--- src/rtl/ctx_alloc_pkg.sv ---
package ctx_alloc_pkg;
    typedef enum logic {
        ST_IDLE = 1'b0,
        ST_RESP = 1'b1
    } alloc_state_t;
endpackage

--- src/rtl/ctx_slot_match.sv ---
module ctx_slot_match #(
    parameter int NSLOT  = 6,
    parameter int CTX_W  = 64,
    parameter int SLOT_W = 3
) (
    input  logic                        clk,
    input  logic                        rst_n,
    input  logic [NSLOT-1:0]            slot_used,
    input  logic [NSLOT-1:0][CTX_W-1:0] slot_ctx,
    input  logic [CTX_W-1:0]            probe_ctx,
    output logic                        hit,
    output logic [SLOT_W-1:0]           hit_idx,
    output logic                        has_free,
    output logic [SLOT_W-1:0]           free_idx
);
    logic [NSLOT-1:0] match_vec;

    always_comb begin
        hit      = 1'b0;
        hit_idx  = '0;
        has_free = 1'b0;
        free_idx = '0;
        for (int i = NSLOT - 1; i >= 0; i--) begin
            match_vec[i] = slot_used[i] && (slot_ctx[i] == probe_ctx);
            if (match_vec[i]) begin
                hit     = 1'b1;
                hit_idx = SLOT_W'(i);
            end
            if (!slot_used[i]) begin
                has_free = 1'b1;
                free_idx = SLOT_W'(i);
            end
        end
    end

    // a context never owns more than one slot
    a_r6_single_owner: assert property (@(posedge clk) disable iff (!rst_n)
        $countones(match_vec) <= 1);
endmodule

--- src/rtl/ctx_slot_age.sv ---
module ctx_slot_age #(
    parameter int NSLOT  = 6,
    parameter int SLOT_W = 3,
    parameter int AGE_W  = 3
) (
    input  logic              clk,
    input  logic              rst_n,
    input  logic              touch,
    input  logic [SLOT_W-1:0] touch_idx,
    output logic [SLOT_W-1:0] oldest_idx
);
    logic [NSLOT-1:0][AGE_W-1:0] rank_q;
    logic [NSLOT-1:0][NSLOT-1:0] rank_at;

    always_ff @(posedge clk or negedge rst_n) begin
        if (!rst_n) begin
            for (int i = 0; i < NSLOT; i++) rank_q[i] <= AGE_W'(i);
        end else if (touch) begin
            for (int i = 0; i < NSLOT; i++) begin
                if (SLOT_W'(i) == touch_idx)
                    rank_q[i] <= '0;
                else if (rank_q[i] < rank_q[touch_idx])
                    rank_q[i] <= rank_q[i] + 1'b1;
            end
        end
    end

    always_comb begin
        oldest_idx = '0;
        for (int r = 0; r < NSLOT; r++)
            for (int i = 0; i < NSLOT; i++)
                rank_at[r][i] = (rank_q[i] == AGE_W'(r));
        for (int i = 0; i < NSLOT; i++)
            if (rank_q[i] == AGE_W'(NSLOT - 1)) oldest_idx = SLOT_W'(i);
    end

    generate
        for (genvar r = 0; r < NSLOT; r++) begin : g_rank_chk
            // each rank is held by exactly one slot
            a_r7_rank_perm: assert property (@(posedge clk) disable iff (!rst_n)
                $countones(rank_at[r]) == 1);
        end
    endgenerate

    // the touched slot is newest on the next cycle
    a_r7_touch_newest: assert property (@(posedge clk) disable iff (!rst_n)
        touch |=> rank_q[$past(touch_idx)] == '0);
endmodule

--- src/rtl/ctx_slot_alloc.sv ---
module ctx_slot_alloc
    import ctx_alloc_pkg::*;
#(
    parameter int NSLOT       = 6,
    parameter int CTX_W       = 64,
    parameter int GEN_W       = 64,
    parameter int ID_W        = 12,
    parameter int KERN_BASE   = 1,
    parameter int USER_OFFSET = 2048,
    parameter int SLOT_W      = $clog2(NSLOT)
) (
    input  logic              clk,
    input  logic              rst_n,
    input  logic              req_valid,
    output logic              req_ready,
    input  logic [CTX_W-1:0]  req_ctx,
    input  logic [GEN_W-1:0]  req_gen,
    output logic              rsp_valid,
    input  logic              rsp_ready,
    output logic [SLOT_W-1:0] rsp_slot,
    output logic              rsp_flush,
    output logic [ID_W-1:0]   rsp_kern_id,
    output logic [ID_W-1:0]   rsp_user_id
);
    localparam int AGE_W = $clog2(NSLOT);

    alloc_state_t state_q, state_d;
    logic [NSLOT-1:0]            used_q;
    logic [NSLOT-1:0][CTX_W-1:0] ctx_q;
    logic [NSLOT-1:0][GEN_W-1:0] gen_q;
    logic                        accept, hit, has_free, need_flush;
    logic [SLOT_W-1:0]           hit_idx, free_idx, oldest_idx, sel_idx;

    ctx_slot_match #(.NSLOT(NSLOT), .CTX_W(CTX_W), .SLOT_W(SLOT_W)) match_i (
        .clk(clk), .rst_n(rst_n), .slot_used(used_q), .slot_ctx(ctx_q),
        .probe_ctx(req_ctx), .hit(hit), .hit_idx(hit_idx),
        .has_free(has_free), .free_idx(free_idx)
    );

    ctx_slot_age #(.NSLOT(NSLOT), .SLOT_W(SLOT_W), .AGE_W(AGE_W)) age_i (
        .clk(clk), .rst_n(rst_n), .touch(accept), .touch_idx(sel_idx),
        .oldest_idx(oldest_idx)
    );

    // state register
    always_ff @(posedge clk or negedge rst_n) begin
        if (!rst_n) state_q <= ST_IDLE;
        else        state_q <= state_d;
    end

    // next state
    always_comb begin
        state_d = state_q;
        unique case (state_q)
            ST_IDLE: if (req_valid) state_d = ST_RESP;
            ST_RESP: if (rsp_ready) state_d = ST_IDLE;
            default: state_d = ST_IDLE;
        endcase
    end

    // outputs and selection
    always_comb begin
        req_ready  = (state_q == ST_IDLE);
        rsp_valid  = (state_q == ST_RESP);
        accept     = req_valid && req_ready;
        sel_idx    = hit ? hit_idx : (has_free ? free_idx : oldest_idx);
        need_flush = !hit || (gen_q[hit_idx] != req_gen);
    end

    always_ff @(posedge clk or negedge rst_n) begin
        if (!rst_n) begin
            used_q      <= '0;
            ctx_q       <= '0;
            gen_q       <= '0;
            rsp_slot    <= '0;
            rsp_flush   <= 1'b0;
            rsp_kern_id <= '0;
            rsp_user_id <= '0;
        end else if (accept) begin
            used_q[sel_idx] <= 1'b1;
            ctx_q[sel_idx]  <= req_ctx;
            gen_q[sel_idx]  <= req_gen;
            rsp_slot        <= sel_idx;
            rsp_flush       <= need_flush;
            rsp_kern_id     <= ID_W'(KERN_BASE) + ID_W'(sel_idx);
            rsp_user_id     <= ID_W'(KERN_BASE) + ID_W'(sel_idx) + ID_W'(USER_OFFSET);
        end
    end

    // answer follows acceptance by one cycle
    a_r2_one_cycle: assert property (@(posedge clk) disable iff (!rst_n)
        (req_valid && req_ready) |=> rsp_valid);
    // answer held while stalled
    a_r2_hold: assert property (@(posedge clk) disable iff (!rst_n)
        (rsp_valid && !rsp_ready) |=> (rsp_valid && $stable(rsp_slot) &&
                                       $stable(rsp_flush) && $stable(rsp_kern_id)));
    // no new request while an answer is pending
    a_r2_no_overlap: assert property (@(posedge clk) disable iff (!rst_n)
        rsp_valid |-> !req_ready);
    // a hit with an equal generation reports no flush
    a_r4_warm_hit: assert property (@(posedge clk) disable iff (!rst_n)
        (accept && hit && gen_q[hit_idx] == req_gen) |=> !rsp_flush);
    // ID arithmetic and slot range
    a_r8_id_map: assert property (@(posedge clk) disable iff (!rst_n)
        rsp_valid |-> (rsp_slot < SLOT_W'(NSLOT) &&
                       rsp_kern_id - ID_W'(KERN_BASE) == ID_W'(rsp_slot) &&
                       rsp_user_id - rsp_kern_id == ID_W'(USER_OFFSET)));
endmodule

--- config.mk ---
export PLATFORM = sky130hd
export DESIGN_NAME = ctx_slot_alloc
export DESIGN_NICKNAME = d
export VERILOG_FILES = /design/src/rtl/ctx_alloc_pkg.sv /design/src/rtl/ctx_slot_match.sv /design/src/rtl/ctx_slot_age.sv /design/src/rtl/ctx_slot_alloc.sv
export SDC_FILE = /design/constraint.sdc
export NUM_CORES = 2
export LEC_CHECK = 0
export BUFFER_PORTS_ARGS = -buffer_cell sky130_fd_sc_hd__buf_2
export CORE_MARGIN = 2
export CORE_UTILIZATION = 50
export DETAILED_ROUTE_END_ITERATION = 8
export PLACE_DENSITY = 0.67
export RECOVER_POWER = 25
export SLEW_MARGIN = 20
export SYNTH_ARGS = -nofsm -noshare
export SYNTH_HDL_FRONTEND = slang
export SYNTH_HIERARCHICAL = 1
export SYNTH_SLANG_ARGS = --single-unit
--- constraint.sdc ---
create_clock -name clk -period 5.7 [get_ports clk]
set_input_delay 1.14 -clock clk [delete_from_list [all_inputs] [get_ports clk]]
set_output_delay 1.14 -clock clk [all_outputs]
set_load 0.02 [all_outputs]
==> results.py <==
metrics = {
    "run_status": {
        "outcome": "complete, but fails checks",
        "violations": "max-capacitance violations, max-slew violations",
    },
    "place": {
        "dp_hpwl_mm": 89.32,
        "dp_slack_ns": -0.6638,
        "numPortBuffers": 146,
        "globalplace.congestion": 0.9267,
    },
    "global_routing": {
        "grt_max_degree": 176,
        "grt_use_total": 0.2988,
        "met1_usage": 0.4119,
        "grt-ovfl-total": 0,
        "use_met2": 0.4779,
        "gr-usage-met3": 0.05452,
        "top_usage_layer": "met2",
        "grt_pass1_wl_mm": 186.3,
        "first_global_vias": 29110,
        "antenna_found_initial": 18,
    },
    "cts": {
        "clkLatencyLatePin_ns": 0.66,
        "cts.sinks": 802,
        "cts_tree": "done",
        "clockRootBuffer": "clkbuf_16",
        "htreeDepth": 3,
        "cts_made_buffers": 88,
        "clk_pin_slew_ns": 0.06,
        "post-cts-setup-buffer-count": 0,
        "max-clock-path-buffers": 3,
    },
    "yosys": {
        "synth_area_leaders": "dfrtp_1 (49%), mux2_2 (22%), xor2_1 (3.8%)",
        "netlist_area_um2": 40260,
        "synth_ff_type": "dfrtp_1",
        "yosys_warnings": 6,
        "synth.ff_latch_count": 802,
        "yosysTopAreaCell": "dfrtp_1",
        "synth_edf_count": 0,
        "yosys.area.top_type_share": 0.4941,
        "ys_seq_area_frac": 0.4987,
        "synth.avg_cell_area_um2": 12.68,
        "postSynthCellCount": 3176,
        "async_flop_share": 1.000,
        "ys_types": 80,
    },
    "pwr": {
        "p_clk_frac": 0.207,
        "power.share.combinational": 0.427,
        "leakage_nw": 20.71,
        "internal-power_mw": 18.35,
        "power.switching_mw": 9.733,
        "swShare": 0.3466,
        "ir_drop_mv": 0.3194,
        "power_frac_seq": 0.365,
        "pwr_density_cell_nw_per_um2": 585.8,
    },
    "hold_path": {
        "hold_path_class": "reg -> reg",
        "hold_end": "rsp_user_id[11]$_DFFE_PN0P_",
        "holdCritStartpoint": "rsp_user_id[11]$_DFFE_PN0P_",
        "whs_path_depth": 1,
    },
    "timing": {
        "rsz0062_at_grt": "false",
        "fin_skew_ns": 0.03190,
        "fmax_ghz": 0.1777,
        "relSlewSlack": -1.697,
        "report.final.setup_viol": 0,
        "period_needed_ns": 5.629,
        "period_share": 0.9875,
        "worstMarginPinSlew_ns": 4.045,
        "hold_viol_final": 0,
        "finalWorstSetupSlack_ns": 0.07126,
        "tns_ns": 0,
        "slew_viol_final": 124,
    },
    "worst_setup_path": {
        "timing.rr.end": "rsp_flush$_DFFE_PN0P_",
        "crit_required_ns": 6.20,
        "path_buf_inv": 10,
        "r2r-start": "ctx_q[376]$_DFFE_PN0P_",
        "rrSetupSlack_ns": 0.34,
        "path_max_fanout": 16,
        "crit_top_cell": "buf_4",
        "crit_path_end_kind": "flip-flop",
        "crit_family": "simple AND/OR/NAND/NOR gates",
        "crit_type": "in -> reg",
        "cp_cell_sequence": "buf_2 > buf_4 > inv_1 > o22ai_1 > nor4_1 > nand4_1 > nor4_1 > buf_4 > buf_4 > o21ba_4 > buf_4 > buf_12 > buf_12 > mux2i_1 > o21ai_0 > nand4b_1 > buf_4 > nor3_1 > buf_4 > o2111ai_1 > nor4_1 > a41oi_1",
        "arrival_ns": 6.13,
        "slowest_delay_ns": 0.65,
        "crit_slowest_cell": "nor4_1",
        "r2r_cells": 24,
        "cp-start-kind": "input pin",
    },
    "routing": {
        "totalWireLength_mm": 122.9,
        "first_pass_iters": 5,
        "drt_iter0_drc": 2263,
        "ant_nets": 0,
        "vias_per_cell": 5.934,
        "dr_total_vias": 27950,
        "drc": 0,
        "routedWlPerCell_um": 26.09,
    },
    "floorplan": {
        "die_area_um2": 82810,
        "core_area_um2": 80160,
        "rows": 104,
        "fp.dieH_um": 287.8,
        "initial_core_util": 0.5023,
        "dieWidth_um": 287.8,
        "boundaryPins": 162,
    },
    "final_layout": {
        "drive_gt1_frac": 0.4256,
        "area_delta_synth_final_pct": 19.09,
        "layout_common_cells": "dfrtp_1 (795), mux2_2 (776), buf_4 (333)",
        "final_common_cell": "dfrtp_1",
        "fin_util": 0.5982,
        "nNetsFinal": 3731,
    },
    "flow_run": {
        "drv_cap": 1,
    },
}
-- cell type report --
| type | instances | area [um^2] |
|---|---|---|
| fill | 6459 | 32210 |
| sequential | 802 | 20080 |
| multi-input combinational | 2042 | 18700 |
| timing repair buffer | 545 | 4518 |
| clock buffer | 127 | 2590 |
| tap | 1060 | 1326 |
| inverter | 96 | 360.3 |
| clock inverter | 30 | 355.3 |
| antenna | 7 | 17.52 |
-- synthesized netlist by cell type, types with 5 or more instances --
cell,count
a211oi_1,5
a21oi_1,31
a221oi_1,16
a22o_1,7
a22oi_1,15
buf_1,14
buf_2,103
buf_4,26
buf_6,12
clkbuf_1,92
dfrtp_1,795
dfstp_2,7
ha_1,24
inv_1,88
inv_2,7
mux2_2,776
mux2i_1,134
mux4_2,35
nand2_1,67
nand2b_1,28
nand3_1,21
nand4_1,55
nor2_1,77
nor2b_1,13
nor3_1,24
nor4_1,60
o2111ai_1,10
o211ai_1,8
o21a_1,9
o21ai_0,87
o221ai_1,5
o22a_1,9
o22ai_1,62
o2bb2ai_1,14
o31ai_1,11
o32ai_1,7
or2_2,11
xnor2_1,160
xor2_1,174
-- kinds of logic (layout without fill, tap and decap cells) --
| logic type | after synthesis | after routing | share of synthesized area |
|---|---|---|---|
| xor+xnor | 336 | 336 | 0.07375 |
| flops | 802 | 802 | 0.4987 |
| other cells | 1 | 22 | 0.00009314 |
| mux | 947 | 947 | 0.2712 |
| simple gates | 381 | 381 | 0.05004 |
| fa+ha+maj | 24 | 24 | 0.007459 |
| compound gates | 339 | 339 | 0.05774 |
| buf+inv | 346 | 798 | 0.04096 |
-- layer usage --
layer,part of all wire,up-vias,wire [um]
li1,-,12190,-
met1,0.43,14530,52230
met2,0.47,965,57930
met3,0.069,243,8495
met4,0.034,16,4129
met5,0.00073,-,90
-- how the worst max path moves through the flow --
stage | startpoint | end | slack (ns) | cells past startpoint
after floorplan | req_ctx[4] | age_i/rank_q[17]$_DFFE_PN1P_ | 0.004 | 24
after global placement | req_ctx[56] | rsp_flush$_DFFE_PN0P_ | -0.67 | 23
after detailed placement | req_ctx[56] | rsp_flush$_DFFE_PN0P_ | -0.66 | 25
after CTS | req_ctx[27] | rsp_flush$_DFFE_PN0P_ | 0.05 | 24
after global routing | req_ctx[59] | rsp_flush$_DFFE_PN0P_ | 0.01 | 25
final | req_ctx[25] | rsp_flush$_DFFE_PN0P_ | 0.07 | 22
-- through the flow --
step                instance area, um^2  power [mW]  hold slack, ns  std cells
finish                            47950       28.08          0.4639       4709
global route                      47940       29.61          0.4875       4707
CTS                               47900       28.12          0.4675       4701
detailed placement                44950       22.22          0.4563       4544
global placement                  44950       21.65          0.4538       4544
floorplan                         40320       17.80          0.4444       3190
-- power groups by stage --
stage	registers [mW]	clock network [mW]	logic [mW]
2_1_floorplan	9.77	0	8.03
3_3_place_gp	10.1	0	11.5
3_5_place_dp	10.3	0	11.9
4_1_cts	10.2	5.91	12.0
5_1_grt	10.6	6.13	12.9
6_report	10.3	5.82	12.0
-- registers in the layout (all words and copies together) (netlist names) --
register	count
gen_q	384
age_i/rank_q	18
rsp_flush	1
rsp_kern_id	3
rsp_user_id	2
used_q	6
rsp_slot	3
rsp_valid	1
ctx_q	384
-- timing repair --
action | in CTS | in global routing
hold buffers | 0 | 0
pin swaps | 0 | 0
setup endpoints to repair | 1 | 19
resized for setup | 1 | 6
Note: power is estimated with default switching activity, not from simulation.
